`src/rtl/tt_pkg.sv`:
```
package tt_pkg;
  typedef enum logic [1:0] {ST_IDLE, ST_DATA, ST_STOP} tt_state_e;
  typedef enum logic [1:0] {TM_CONT, TM_ABORT, TM_DISC_DATA, TM_DISC_NODATA} tt_term_e;

  // a bus data phase completes on an edge where both ready lines are low
  function automatic logic phase_fire(logic irdy_n, logic trdy_n);
    return !irdy_n && !trdy_n;
  endfunction

  // termination choice: abort first, then disconnect form by phase history
  function automatic tt_term_e pick_term(logic abort_req, logic disc_req,
                                         logic done_now, logic ready_req);
    if (abort_req)                  return TM_ABORT;
    else if (disc_req && done_now)  return TM_DISC_NODATA;
    else if (disc_req && ready_req) return TM_DISC_DATA;
    else                            return TM_CONT;
  endfunction
endpackage

```
`src/rtl/tt_phase_track.sv`:
```
module tt_phase_track
  import tt_pkg::*;
(
  input  logic clk,
  input  logic rst_n,
  input  logic start,
  input  logic in_data,
  input  logic irdy_n,
  input  logic trdy_n,
  input  logic disc_now,
  output logic xfer,
  output logic seen,
  output logic done_now,
  output logic disc_req
);
  logic disc_pend;

  assign xfer     = phase_fire(irdy_n, trdy_n);
  assign done_now = seen | xfer;
  assign disc_req = disc_now | disc_pend;

  always_ff @(posedge clk or negedge rst_n) begin
    if (!rst_n) begin
      seen      <= 1'b0;
      disc_pend <= 1'b0;
    end else if (start) begin
      seen      <= 1'b0;
      disc_pend <= 1'b0;
    end else begin
      if (xfer) seen <= 1'b1;
      if (in_data && disc_now) disc_pend <= 1'b1;
    end
  end
endmodule

```
`src/rtl/tt_status.sv`:
```
module tt_status (
  input  logic clk,
  input  logic rst_n,
  input  logic set,
  input  logic clr,
  output logic flag
);
  always_ff @(posedge clk or negedge rst_n) begin
    if (!rst_n)   flag <= 1'b0;
    else if (set) flag <= 1'b1;
    else if (clr) flag <= 1'b0;
  end
endmodule

```
`src/rtl/tt_seq.sv`:
```
module tt_seq
  import tt_pkg::*;
(
  input  logic      clk,
  input  logic      rst_n,
  input  logic      hit,
  input  logic      frame_n,
  input  logic      ready_req,
  input  logic      abort_req,
  input  logic      disc_req,
  input  logic      done_now,
  input  logic      xfer,
  output logic      devsel_n,
  output logic      trdy_n,
  output logic      stop_n,
  output tt_state_e state,
  output logic      abort_issue
);
  tt_state_e state_nx;
  logic      devsel_nx, trdy_nx, stop_nx;
  tt_term_e  term;

  assign term        = pick_term(abort_req, disc_req, done_now, ready_req);
  assign abort_issue = (state == ST_DATA) && (term == TM_ABORT);

  always_comb begin
    state_nx  = state;
    devsel_nx = devsel_n;
    trdy_nx   = trdy_n;
    stop_nx   = stop_n;
    unique case (state)
      ST_IDLE: if (hit) begin
        state_nx  = ST_DATA;
        devsel_nx = 1'b0;
        trdy_nx   = 1'b1;
        stop_nx   = 1'b1;
      end
      ST_DATA: begin
        unique case (term)
          TM_ABORT: begin
            state_nx = ST_STOP; devsel_nx = 1'b1; trdy_nx = 1'b1; stop_nx = 1'b0;
          end
          TM_DISC_DATA: begin
            state_nx = ST_STOP; trdy_nx = 1'b0; stop_nx = 1'b0;
          end
          TM_DISC_NODATA: begin
            state_nx = ST_STOP; trdy_nx = 1'b1; stop_nx = 1'b0;
          end
          default: begin
            if (frame_n && xfer) begin
              state_nx = ST_IDLE; devsel_nx = 1'b1; trdy_nx = 1'b1;
            end else begin
              trdy_nx = !ready_req;
            end
          end
        endcase
      end
      ST_STOP: begin
        if (frame_n) begin
          state_nx = ST_IDLE; devsel_nx = 1'b1; trdy_nx = 1'b1; stop_nx = 1'b1;
        end else if (xfer) begin
          trdy_nx = 1'b1;
        end
      end
      default: state_nx = ST_IDLE;
    endcase
  end

  always_ff @(posedge clk or negedge rst_n) begin
    if (!rst_n) begin
      state    <= ST_IDLE;
      devsel_n <= 1'b1;
      trdy_n   <= 1'b1;
      stop_n   <= 1'b1;
    end else begin
      state    <= state_nx;
      devsel_n <= devsel_nx;
      trdy_n   <= trdy_nx;
      stop_n   <= stop_nx;
    end
  end
endmodule

```
`src/rtl/tgt_term_ctrl.sv`:
```
module tgt_term_ctrl
  import tt_pkg::*;
(
  input  logic clk,
  input  logic rst_n,
  input  logic hit,
  input  logic frame_n,
  input  logic irdy_n,
  input  logic be_ready_n,
  input  logic be_disc_n,
  input  logic be_abort_n,
  input  logic abort_clr,
  output logic devsel_n,
  output logic trdy_n,
  output logic stop_n,
  output logic be_xfer,
  output logic abort_flag
);
  tt_state_e state;
  logic      start, in_data;
  logic      phase_seen, done_now, disc_req, abort_issue;

  assign start   = (state == ST_IDLE) && hit;
  assign in_data = (state == ST_DATA);

  tt_phase_track u_phase (
    .clk      (clk),
    .rst_n    (rst_n),
    .start    (start),
    .in_data  (in_data),
    .irdy_n   (irdy_n),
    .trdy_n   (trdy_n),
    .disc_now (!be_disc_n),
    .xfer     (be_xfer),
    .seen     (phase_seen),
    .done_now (done_now),
    .disc_req (disc_req)
  );

  tt_seq u_seq (
    .clk         (clk),
    .rst_n       (rst_n),
    .hit         (hit),
    .frame_n     (frame_n),
    .ready_req   (!be_ready_n),
    .abort_req   (!be_abort_n),
    .disc_req    (disc_req),
    .done_now    (done_now),
    .xfer        (be_xfer),
    .devsel_n    (devsel_n),
    .trdy_n      (trdy_n),
    .stop_n      (stop_n),
    .state       (state),
    .abort_issue (abort_issue)
  );

  tt_status u_status (
    .clk   (clk),
    .rst_n (rst_n),
    .set   (abort_issue),
    .clr   (abort_clr),
    .flag  (abort_flag)
  );
endmodule

```
`config.mk`:
```
export PLATFORM = sky130hd
export DESIGN_NAME = tgt_term_ctrl
export DESIGN_NICKNAME = d
export VERILOG_FILES = /design/src/rtl/tt_pkg.sv /design/src/rtl/tt_phase_track.sv /design/src/rtl/tt_status.sv /design/src/rtl/tt_seq.sv /design/src/rtl/tgt_term_ctrl.sv
export SDC_FILE = /design/constraint.sdc
export NUM_CORES = 1
export LEC_CHECK = 0
export BUFFER_PORTS_ARGS = -buffer_cell sky130_fd_sc_hd__buf_2
export CAP_MARGIN = 20
export CORE_AREA = 5 5 42 44
export CTS_CLUSTER_DIAMETER = 120
export DETAILED_ROUTE_END_ITERATION = 12
export DIE_AREA = 0 0 47 49
export PLACE_DENSITY_LB_ADDON = 0.3
export SYNTH_ARGS = -nofsm -noshare
export SYNTH_HDL_FRONTEND = slang
export SYNTH_SLANG_ARGS = --single-unit
```
`constraint.sdc`:
```
create_clock -name clk -period 3 [get_ports clk]
set_clock_uncertainty 0.2 [all_clocks]
set_input_delay 0.3 -clock clk [delete_from_list [all_inputs] [get_ports clk]]
set_output_delay 0.3 -clock clk [all_outputs]
set_load 0.05 [all_outputs]
```
## After elaboration in Yosys (flattened, before gate mapping)

Cells that the tools add are included.

- Register bits after elaboration: 8
- Output and inout bits: 5
- Input bits: 9
- Word-level logic and storage cells: 70

- Multiplexer cells: 26
- Bitwise logic cells: 2
- Reductions and logical operators: 23
- Eq/ne operators: 12

Operators with widths:

| kind | count |
|---|---|
| 2-bit 2-to-1 mux | 7 |
| 1-bit 2-to-1 mux | 13 |
| 1-bit case mux with 3 select lines | 3 |
| 2-bit inequality test (second input constant) | 4 |
| 1-bit logical AND | 7 |
| 2-bit == test (second input constant) | 3 |
| 2-bit case mux with 3 select lines | 1 |
| 3-bit AND reduction | 2 |
| 2-bit nonzero test | 3 |
| 5-bit AND reduction | 1 |
| 2-bit by 1-bit == test with 1-bit output (second input constant) | 2 |
| 1-bit zero test | 4 |
| 1-bit case mux with 2 select lines | 2 |
| 4-bit AND reduction | 1 |
| 2-bit OR reduction | 2 |
| 3-bit by 1-bit inequality test with 1-bit output (second input constant) | 1 |
| 3-bit by 2-bit inequality test with 1-bit output (second input constant) | 1 |
| 3-bit inequality test (second input constant) | 1 |
| 3-bit nonzero test | 1 |
| 3-bit OR reduction | 1 |
| 2-bit zero test | 1 |
| 1-bit OR | 2 |

## Longest topological paths before layout

Gate-level depths: netlist of the first run.

- Depth in word-level cells: 10
- Mapped depth: 6

## By module

From an unflattened synthesis of the first run, not the netlist that was laid out.

- Cells, all modules: 58
- Area, all modules: 601.8 µm²

By module, submodules not included:

| module | area an instance (µm²) | cells an instance | instances | sequential area each (µm²) |
|---|---|---|---|---|
| tt_seq | 434.2 | 42 | 1 | 128.9 |
| tt_phase_track | 101.3 | 8 | 1 | 50.0 |
| tt_status | 36.3 | 3 | 1 | 25.0 |
| tgt_term_ctrl | 30.0 | 5 | 1 | 0.0 |

## Least setup slack after synthesis of the first run

Ideal clock, no wire load.

- Kind: flip-flop to flip-flop
- Start: register u_seq.trdy_n
- End: register u_seq.trdy_n
- Arrival: 1,572 ps
- Slack: 1,142 ps
- Buffers on the path: 0
- Stages on the path, launching flop included: 5
- Period minus slack after synthesis: 1,858 ps
- Path through: dfstp_2 > nor2_1 > o31ai_1 > o21ai_0 > o31ai_1

- Word-level cells in the longest chain between the ends: 10
- Elaborated cells between the ends (all ways): 16
- Those cells by class: 4 x eq/ne; 5 x mux; 1 x bitwise; 6 x reduce/logical

Ends and longest elaborated chain:

| element | line | source |
|---|---|---|
| start, declared | tt_seq.sv:14 | `output logic trdy_n,` |
| start signal, assigned | tt_seq.sv:78 | `trdy_n <= trdy_nx;` |
| 1-bit zero test * | tt_pkg.sv:7 | `return !irdy_n && !trdy_n;` |
| 1-bit logical AND * | tt_pkg.sv:7 |  |
| named net be_xfer | tgt_term_ctrl.sv:16 | `output logic be_xfer,` |
| 1-bit OR | tt_phase_track.sv:19 | `assign done_now = seen \| xfer;` |
| 1-bit logical AND | tt_pkg.sv:14 | `else if (disc_req && done_now) return TM_DISC_NODATA;` |
| 2-bit 2-to-1 mux | tt_pkg.sv:14 |  |
| 2-bit 2-to-1 mux | tt_pkg.sv:13 | `if (abort_req) return TM_ABORT;` |
| 2-bit == test or 2-bit by 1-bit == test with 1-bit output (tied branches) | tt_seq.sv:39 | `unique case (term)` |
| 2-bit OR reduction (no line) | -- |  |
| 1-bit case mux with 2 select lines | tt_seq.sv:39 |  |
| 1-bit case mux with 3 select lines | tt_seq.sv:31 | `unique case (state)` |

Mark *: on every way through the listed nets, which the timed path passes. The rest lies on a longest branch.
A chain may end at the register's enable or synchronous reset.

## Final worst setup path of the first run

- Start: register u_seq.state[0]
- End: register u_seq.devsel_n

- Word-level cells in the longest chain between the ends: 3
- Elaborated cells between the ends (all ways): 10
- Those cells by class: 6 x eq/ne; 1 x mux; 3 x reduce/logical

Ends and longest elaborated chain:

| element | line | source |
|---|---|---|
| start, declared | tt_seq.sv:16 | `output tt_state_e state,` |
| start signal, assigned | tt_seq.sv:76 | `state <= state_nx;` |
| 2-bit by 1-bit == test with 1-bit output (tied with other cells) | tt_seq.sv:31 |  |
| 3-bit by 1-bit inequality test with 1-bit output (no line) (tied with other cells) | -- |  |
| 5-bit AND reduction (no line) | -- |  |
| end signal, assigned | tt_seq.sv:77 | `devsel_n <= devsel_nx;` |
| end, declared | tt_seq.sv:13 | `output logic devsel_n,` |

Several ways; a longest one is shown, not always the timed one.

==> impl_results.md, run 1 <==
- CTS Buf Count: 3
- Leakage: 0.315 nW
- Total congestion overflow: 0
- # clock sinks: 8
- Initial antenna violation count: 0
- RSZ-0062 raised after global routing: no
- Routed WL per cell: between 10 and 15 µm
- CP Max Fanout: 5
- Die area: ~2300 µm²
- Clock slew seen by the registers of the worst setup and hold paths: 60 ps
- Least-Margin Pin Slew: 329 ps
- Maxcap violations: 0
- Total negative slack: 0 ps
- Post_cts resized: 0
- HP Class: primary input to flop
- Cells after synthesis: 54
- Number of top-level pins: 14
- Max Root-Sink Buffers: 2
- Crit path depth: 6
- Root Driver: clkbuf_4
- 1st-iter DRT viols: 9
- Antenna viol nets, final: 0
- Drt total wl: 1120 µm
- Critical path required time: 2980 ps
- Fin area: 644 µm²
- Worst vdd ir: 0.424 mV
- Ys Warns: 0
- Commonest cells after routing, fill and taps aside: 13 x buf_2, 9 x inv_1, 8 x a21oi_1
- Clock period minus worst slack: 2000 ps
- Tot GR Track Use: 0.106
- Average cell area after synthesis: 9.69 µm²
- Highest Clock Rate: approximately 500 MHz
- Share of post-route cells with drive strength above 1: 0.361
- Via count: 435
- Vias per cell: 4.94
- CTS tree: done
- P per Cell Area: 1090 nW/µm²
- # Post-CTS Setup Buffers: 0
- Pre-Repair DR Iteration Count: 2
- Crit path DAT: 1980 ps
- Post-synth cell types: 27
- Mapped Nets: between 60 and 70
- Worst path cell trace: inv_1 -> ha_1 -> nor2b_2 -> a211o_1 -> a31oi_1 -> mux2_1
- Synth area leader: dfrtp_1
- Final-report max-slew violation count: 0
- Hold Startpoint: abort_clr
- DRC viols: 0
- Final GP Congestion: 0.809
- Final setup violation count: 0
- Largest net degree at the start of global routing: 9
- Final hold viol count: 0
- Top delay family on crit path: compound AO/OA/AOI/OAI gates
- WS Path Type: flop to flop
- Layout area overhead: 23.2%
- Final period utilization: 0.667
- Post-DP HPWL: 891 µm
- Post-synth top area share: 0.239
- Slowest cell on crit path: dfrtp_1
- Vias in the first global route: 417
- Max transition margin: 0.781
- Status: complete, no violations
- CP bufs+invs: 1
- First-pass GRT wire length: 1710 µm
- Nets: 86
- Synth area leaders: dfrtp_1 24%, dfstp_2 15%, ha_1 9.6%, a21oi_1 7.7%, inv_1 6.5%
- Die X: 47 µm
- Sequential area share after synthesis: 0.390
- Row count: 14
- Most common cell after layout, fill and taps aside: buf_2
- Antenna Cells: 0
- Die height: slightly below 50 µm
- Post-synthesis cell area: 523 µm²
- Post-synth EDFFs: 0
- Primary FF master, synth: dfrtp_1
- WHS Path Cells: 2
- Final Util: 0.460
- Startpoint Class: flop
- H-tree Lvls: 1
- Placed Area: 608 µm²
- Depth of the worst register-to-register path: 6
- Post-synth ARST share: 1.00
- Reg2Reg Launch Point: u_seq.state[0]
- Seq cells post-synth: 8
- Critical Path Max Stage Delay: 380 ps
- Worst setup path startpoint: u_seq.state[0]
- Core Region: around 1400 µm²
- Port bufs: 13
- Initial Utilization: 0.373
- Clock latency on the worst-skew pair: 260 ps
- Crit. End Element: flop
-- cell usage after synthesis, types with 2 or more instances --
cell and n:
ha_1 4, a21oi_1 8, o22ai_1 2, dfrtp_1 5, o31ai_1 2, dfstp_2 3
inv_1 9, a31oi_1 2
-- state kept, by name, indices dropped and copies added (netlist names) --
register,count
u_seq.state,2
u_phase.disc_pend,1
u_phase.seen,1
u_seq.devsel_n,1
u_seq.stop_n,1
u_seq.trdy_n,1
u_status.flag,1
-- layout make-up --
cell class,instances,area [µm²]
Clock buffer,4,26.3
Fill cell,138,757
Inverter,9,33.8
Multi-Input combinational cell,37,285
Sequential cell,8,204
Tap cell,16,20.0
Timing Repair Buffer,14,75.1
-- final timing paths --
check / slack [ps] / to
worst max-delay path: 1000 / u_seq.devsel_n
worst min-delay path: 30 / u_status.flag
worst max register to register: 1000 / u_seq.devsel_n
worst min register to register: 280 / u_seq.stop_n
max in group asynchronous: 2150 / u_seq.devsel_n
min in group asynchronous: 200 / u_phase.disc_pend
-- kinds of logic after synthesis --
logic type      synth area share
compound gates             0.294
buf+inv                   0.0646
simple gates               0.105
flops                      0.390
fa+ha+maj                 0.0957
mux                       0.0502
-- stage by stage --
step	hold WS (ps)	instances	worst slack (ps)	total power (W)
6_report	32.3	88	998	0.000700
5_1_grt	23.1	88	913	0.000747
4_1_cts	21.3	88	1000	0.000702
3_5_place_dp	-45.2	83	1020	0.000607
3_3_place_gp	-40.5	83	1000	0.000604
2_1_floorplan	-196	54	1140	0.000521
-- what timing repair did --
action | CTS | global route
setup endpoints to repair | 0 | 0
hold buffers | 1 | 0
endpoints found under the hold margin | 8 | 0
-- per-layer routing --
metal,global-route usage,share of wire
met1,0.135,0.50
met2,0.136,0.41
met3,0.0406,0.060
met4,0.0829,0.029
met5,0,0
-- worst reg2reg max path, stage by stage (launching register included) --
cell	delay (ps)
dfrtp_1	380
inv_1	100
ha_1	260
nor2b_2	200
a211o_1	270
a31oi_1	170
mux2_1	340
-- power breakdown --
group	leakage [nW]	switching, W	internal (W)
clock network	0.0150	0.0000414	0.0000512
registers	0.0950	0.0000307	0.000173
logic	0.205	0.000260	0.000143
No activity file was read; power rests on OpenSTA's default activity.
==> run 2, diff against run 1 <==
==> constraint.sdc (replaced) <==
create_clock -name clk -period 1.8 [get_ports clk]
set_clock_uncertainty 0.2 [all_clocks]
set_input_delay 0.18 -clock clk [delete_from_list [all_inputs] [get_ports clk]]
set_output_delay 0.18 -clock clk [all_outputs]
set_load 0.05 [all_outputs]
==> impl_results.md, run 2 (same netlist as run 1, synthesis figures left out) <==
- Status: complete, but fails checks (was complete, no violations)
- Failing checks: negative setup slack
- Max transition margin: 0.786 (was 0.781)
- Comb power frac: 0.621 (was 0.576)
- Routed WL per cell: 13.6 µm (was 12.7 µm)
- Most common cell after layout, fill and taps aside: buf_2 (unchanged)
- Hold Startpoint: be_abort_n (was abort_clr)
- Post-Place Cells: 90 (was 83)
- Worst reg2reg path endpoint: u_seq.devsel_n (unchanged)
- Final setup violation count: 1 (was 0)
- Drt total wl: 1340 µm (was 1120 µm)
- Critical path required time: 1790 ps (was 2980 ps)
- HP Class: primary input to flop (unchanged)
- Sw frac: 0.449 (was 0.475)
- Tot GR Track Use: 0.134 (was 0.106)
- Initial Utilization: 0.373 (unchanged)
- RSZ-0062 raised after global routing: yes (was no)
- Final worst setup slack: -9.25 ps (was 998 ps)
- Leakage: 0.367 nW (was 0.315 nW)
- P_int: 0.000742 W (was 0.000368 W)
- CP Max Fanout: 4 (was 5)
- Die area: 2300 µm² (unchanged)
- DRC viols: 0 (unchanged)
- Initial antenna violation count: 0 (unchanged)
- Vias in the first global route: 551 (was 417)
- CTS Buf Count: 3 (unchanged)
- Share of post-route cells with drive strength above 1: 0.524 (was 0.361)
- Worst reg-to-reg setup slack: -9 ps (was 1000 ps)
- WS Path Type: flop to flop (unchanged)
- WHS Path Cells: 2 (unchanged)
- Vias per cell: 5.27 (was 4.94)
- First-pass GRT wire length: 2290 µm (was 1710 µm)
- Row count: 14 (unchanged)
- Nets: 96 (was 86)
- Placed Area: 676 µm² (was 608 µm²)
- # clock sinks: 8 (unchanged)
- Startpoint Class: flop (unchanged)
- Worst path cell trace: inv_2 -> ha_1 -> a211o_1 -> a31oi_1 -> mux2_1 (was inv_1 -> ha_1 -> nor2b_2 -> a211o_1 -> a31oi_1 -> mux2_1)
- Least-Margin Pin Slew: 320 ps (was 329 ps)
- Crit path DAT: 1800 ps (was 1980 ps)
- Max FFs per register: 2 (unchanged)
- Critical Path Max Stage Delay: 390 ps (was 380 ps)
- Post-DP HPWL: 1080 µm (was 891 µm)
- Final-report max-slew violation count: 0 (unchanged)
- Die X: 47 µm (unchanged)
- Die height: 49 µm (unchanged)
- Final GP Congestion: 0.823 (was 0.809)
- H-tree Lvls: 1 (unchanged)
- Antenna viol nets, final: 0 (unchanged)
- Largest net degree at the start of global routing: 9 (unchanged)
- Final hold viol count: 0 (unchanged)
- Maxcap violations: 0 (unchanged)
- Worst vdd ir: 0.994 mV (was 0.424 mV)
- Root Driver: clkbuf_4 (unchanged)
- Highest Clock Rate: 553 MHz (was 499 MHz)
- Slowest cell on crit path: dfrtp_1 (unchanged)
- Clock share of power: 0.112 (was 0.132)
- Fin area: 767 µm² (was 644 µm²)
- Number of top-level pins: 14 (unchanged)
- 1st-iter DRT viols: 12 (was 9)
- Worst setup path startpoint: u_seq.state[0] (unchanged)
- Clock slew seen by the registers of the worst setup and hold paths: 60 ps (about the same)
- Depth of the worst register-to-register path: 5 (was 6)
- Crit. End Element: flop (unchanged)
- Hold worst-path end: u_status.flag (unchanged)
- Worst Setup Slack post-DPL: -64.3 ps (was 1020 ps)
- Final period utilization: 1.01 (was 0.667)
- CTS tree: done (unchanged)
- Port bufs: 13 (unchanged)
- Commonest cells after routing, fill and taps aside: 13 x buf_2, 8 x buf_4, 7 x inv_1, 7 x a21oi_1, 4 x dfrtp_1 (was 13 x buf_2, 9 x inv_1, 8 x a21oi_1)
- Via count: 516 (was 435)
- Final Non-Filler Cells: 98 (was 88)
- Total congestion overflow: 0 (unchanged)
- Antenna Cells: 0 (unchanged)
- Reg power frac: 0.267 (was 0.291)
- Biggest register: u_seq.state (unchanged)
- Layout area overhead: 46.7% (was 23.2%)
- Core Region: 1400 µm² (unchanged)
- P per Cell Area: 1760 nW/µm² (was 1090 nW/µm²)
- Max Root-Sink Buffers: 2 (unchanged)
- Clock latency on the worst-skew pair: 260 ps (about the same)
- Psw: 0.000605 W (was 0.000332 W)
- Reg2Reg Launch Point: u_seq.state[0] (unchanged)
- Total negative slack: -9.25 ps (was 0 ps)
- Hold WS: 40.9 ps (was 32.3 ps)
- Pre-Repair DR Iteration Count: 3 (was 2)
- Clock period minus worst slack: 1810 ps (was 2000 ps)
[run 2: changes by cell type in the layout (fill, tap and decap cells not counted), sizes merged]
cell / change
buf: +8
dlygate4sd3: +2
[run 2: layout make-up]
type,count,area (µm²)
fill,137,634
sequential,8,209
inverter,9,33.8
multi-input combinational,37,323
timing repair buffer,24,155
clock buffer,4,26.3
tap,16,20.0
[run 2: power groups by stage]
stage,clock network [W],logic (W),registers (W)
after floorplan,0,0.000388,0.000503
after global placement,0,0.000763,0.000355
after detailed placement,0,0.000776,0.000359
after CTS,0.000153,0.000796,0.000358
after global routing,0.000163,0.000919,0.000373
final,0.000151,0.000836,0.000359
[run 2: metal layers]
layer / up-vias / share of wire / track usage
met1: 248 / 0.44 / 0.172
li1: 255 / - / -
met4: 0 / 0 / 0.0415
met3: 0 / 0.066 / 0.0221
met2: 13 / 0.49 / 0.222
met5: - / 0 / 0
[run 2: worst max-delay path by stage]
stage | slack [ps] | end | depth (start not counted)
after floorplan | 20 | u_seq.state[1] | 6
after global placement | -50 | u_seq.devsel_n | 6
after detailed placement | -60 | u_seq.devsel_n | 6
after CTS | -40 | u_seq.devsel_n | 6
after global routing | -90 | u_seq.devsel_n | 6
final | -9 | u_seq.devsel_n | 5
[run 2: metrics by stage]
| stage | power [W] | util |
|---|---|---|
| floorplan | 0.000891 | - |
| global placement | 0.00112 | 0.482 |
| detailed placement | 0.00113 | 0.482 |
| CTS | 0.00131 | 0.528 |
| global route | 0.00146 | 0.547 |
| finish | 0.00135 | 0.547 |
[run 2: repair_timing]
action,CTS,global route
setup buffers,1,0
hold buffers,3,0
gates resized for setup,2,7
endpoints found under the setup margin,3,5
hold endpoints to repair,11,0
pin swaps,1,3
gates cloned,0,0
[run 2: worst max-delay path, delay by kind of cell, from the launching register on]
| kind | cells | cell delay, ps |
|---|---|---|
| flip-flops | 1 | 390 |
| multiplexers | 1 | 330 |
| adder cells (fa/ha/maj) | 1 | 240 |
| AO/OA/AOI/OAI | 2 | 510 |
| buffers and inverters | 1 | 70 |
==> run 3, diff against run 2 <==
--- a/config.mk
+++ b/config.mk
@@ -5,12 +5,12 @@
 export SDC_FILE = /design/constraint.sdc
 export NUM_CORES = 1
 export LEC_CHECK = 0
-export BUFFER_PORTS_ARGS = -buffer_cell sky130_fd_sc_hd__buf_2
 export CAP_MARGIN = 20
 export CORE_AREA = 5 5 42 44
 export CTS_CLUSTER_DIAMETER = 120
 export DETAILED_ROUTE_END_ITERATION = 12
 export DIE_AREA = 0 0 47 49
+export DONT_BUFFER_PORTS = 1
 export PLACE_DENSITY_LB_ADDON = 0.3
 export SYNTH_ARGS = -nofsm -noshare
 export SYNTH_HDL_FRONTEND = slang
==> impl_results.md, run 3 (same netlist as run 1, synthesis figures left out) <==
- Critical Path Max Stage Delay: 430 ps (was 390 ps)
- Final-report max-slew violation count: 0 (unchanged)
- Total congestion overflow: 0 (unchanged)
- # clock sinks: 8 (unchanged)
- Worst path cell trace: buf_4 -> ha_2 -> a211o_1 -> a31oi_1 -> mux2_1 (was inv_2 -> ha_1 -> a211o_1 -> a31oi_1 -> mux2_1)
- Root Driver: clkbuf_4 (unchanged)
- Vias in the first global route: 469 (was 551)
- Row count: 14 (unchanged)
- H-tree Lvls: 1 (unchanged)
- Port bufs: 0 (was 13)
- Leakage: 0.350 nW (was 0.367 nW)
- First-pass GRT wire length: 2050 µm (was 2290 µm)
- Biggest register: u_seq.state (unchanged)
- Slowest cell on crit path: dfrtp_1 (unchanged)
- P_int: 0.000775 W (was 0.000742 W)
- P per Cell Area: 1800 nW/µm² (was 1760 nW/µm²)
- Clock slew seen by the registers of the worst setup and hold paths: 60 ps (about the same)
- Drt total wl: 1430 µm (was 1340 µm)
- Status: complete, but fails checks (unchanged)
- Max Root-Sink Buffers: 2 (unchanged)
- Startpoint Class: flop (unchanged)
- Clock period minus worst slack: 1820 ps (was 1810 ps)
- CP bufs+invs: 1 (unchanged)
- Final Util: 0.552 (was 0.547)
- Top delay family on crit path: compound AO/OA/AOI/OAI gates (unchanged)
- Routed WL per cell: 15.4 µm (was 13.6 µm)
- HP Class: primary input to flop (unchanged)
- DRC viols: 0 (unchanged)
- Crit path DAT: 1820 ps (was 1800 ps)
- Crit. End Element: flop (unchanged)
- Clock latency on the worst-skew pair: 270 ps (was 260 ps)
- Final worst setup slack: -17.9 ps (was -9.25 ps)
- Antenna viol nets, final: 0 (unchanged)
- CTS Buf Count: 3 (unchanged)
- Worst vdd ir: 0.788 mV (was 0.994 mV)
- Core Region: 1400 µm² (unchanged)
- Tot GR Track Use: 0.126 (was 0.134)
- Placed Area: 626 µm² (was 676 µm²)
- Maxcap violations: 0 (unchanged)
- Antenna Cells: 0 (unchanged)
- Psw: 0.000620 W (was 0.000605 W)
- Least-Margin Pin Slew: 473 ps (was 320 ps)
- # fillers: 127 (was 137)
- Sw frac: 0.444 (was 0.449)
- Final GP Congestion: 0.786 (was 0.823)
- Critical path required time: 1800 ps (was 1790 ps)
- Final period utilization: 1.01 (about the same)
- Commonest cells after routing, fill and taps aside: 13 x buf_4, 7 x inv_1, 7 x a21oi_1 (was 13 x buf_2, 8 x buf_4, 7 x inv_1, 7 x a21oi_1, 4 x dfrtp_1)
- Number of top-level pins: 14 (unchanged)
- Fin area: 773 µm² (was 767 µm²)
- Initial antenna violation count: 0 (unchanged)
- Total negative slack: -17.9 ps (was -9.25 ps)
- Clock share of power: 0.115 (was 0.112)
- Die area: 2300 µm² (unchanged)
- Die height: 49 µm (unchanged)
- WS Path Type: flop to flop (unchanged)
- Max transition margin: 0.685 (was 0.786)
- Failing checks: negative hold slack, negative setup slack (was negative setup slack)
- CP Max Fanout: 4 (unchanged)
- Die X: 47 µm (unchanged)
- Post-DP HPWL: 931 µm (was 1080 µm)
- Comb power frac: 0.546 (was 0.621)
- Most common cell after layout, fill and taps aside: buf_4 (was buf_2)
- Final setup violation count: 1 (unchanged)
- Highest Clock Rate: 550 MHz (was 553 MHz)
- Vias per cell: 5.44 (was 5.27)
- 1st-iter DRT viols: 16 (was 12)
- Initial Utilization: 0.373 (unchanged)
- Layout area overhead: 47.8% (was 46.7%)
- Largest net degree at the start of global routing: 9 (unchanged)
- Share of post-route cells with drive strength above 1: 0.468 (was 0.524)
- Final hold viol count: 1 (was 0)
- Reg power frac: 0.339 (was 0.267)
- RSZ-0062 raised after global routing: yes (unchanged)
- Nets: 91 (was 96)
- Hold WS: -6.54 ps (was 40.9 ps)
- Via count: 506 (was 516)
- Max FFs per register: 2 (unchanged)
- CTS tree: done (unchanged)
- Pre-Repair DR Iteration Count: 4 (was 3)
==> run 3: final cells by class <==
cell class / instances / area (µm²) / share of cell area
Tap cell: 16 / 20.0 / 0.0259
Multi-Input combinational cell: 37 / 328 / 0.424
Timing Repair Buffer: 19 / 158 / 0.204
Sequential cell: 8 / 208 / 0.269
Inverter: 9 / 33.8 / 0.0437
Clock buffer: 4 / 26.3 / 0.0340
==> run 3: power groups by stage <==
stage	Combinational [W]	Clock, W	Sequential [W]
6_report	0.000762	0.000161	0.000472
3_3_place_gp	0.000620	0	0.000470
3_5_place_dp	0.000621	0	0.000471
2_1_floorplan	0.000388	0	0.000503
4_1_cts	0.000709	0.000161	0.000471
5_1_grt	0.000828	0.000174	0.000483
==> run 3: stage by stage <==
stage               total power (W)  cells  setup slack [ps]
floorplan                  0.000891     54              17.9
global placement            0.00109     79             -37.0
detailed placement          0.00109     79             -25.9
CTS                         0.00134     90             -14.7
global route                0.00149     93             -66.7
finish                      0.00140     93             -17.9
==> run 3: per-layer routing <==
layer  vias to the layer above  global-route usage  part of all wire
met4                         0              0.0691             0.015
met5                         -                   0                 0
li1                        245                   -                 -
met2                        20               0.186              0.49
met1                       237               0.156              0.39
met3                         4              0.0406              0.10
==> run 3: final timing paths <==
| check | start | to | depth (start not counted) | slack [ps] |
|---|---|---|---|---|
| hold reg to reg | u_phase.disc_pend | u_phase.disc_pend | 2 | 350 |
| setup / recovery | u_seq.state[1] | u_seq.devsel_n | 5 | -20 |
| setup reg to reg | u_seq.state[1] | u_seq.devsel_n | 5 | -20 |
| min in group asynchronous | rst_n | u_seq.state[0] | 1 | 60 |
| hold / removal | be_abort_n | u_seq.devsel_n | 2 | -7 |
| max in group asynchronous | rst_n | u_seq.stop_n | 1 | 1010 |
==> run 3: what timing repair did <==
action	CTS	global route
endpoints found under the hold margin	15	3
setup endpoints to repair	1	5
gates resized for setup	4	6
buffers inserted	3	1
pin swaps	1	4
hold buffers	4	2
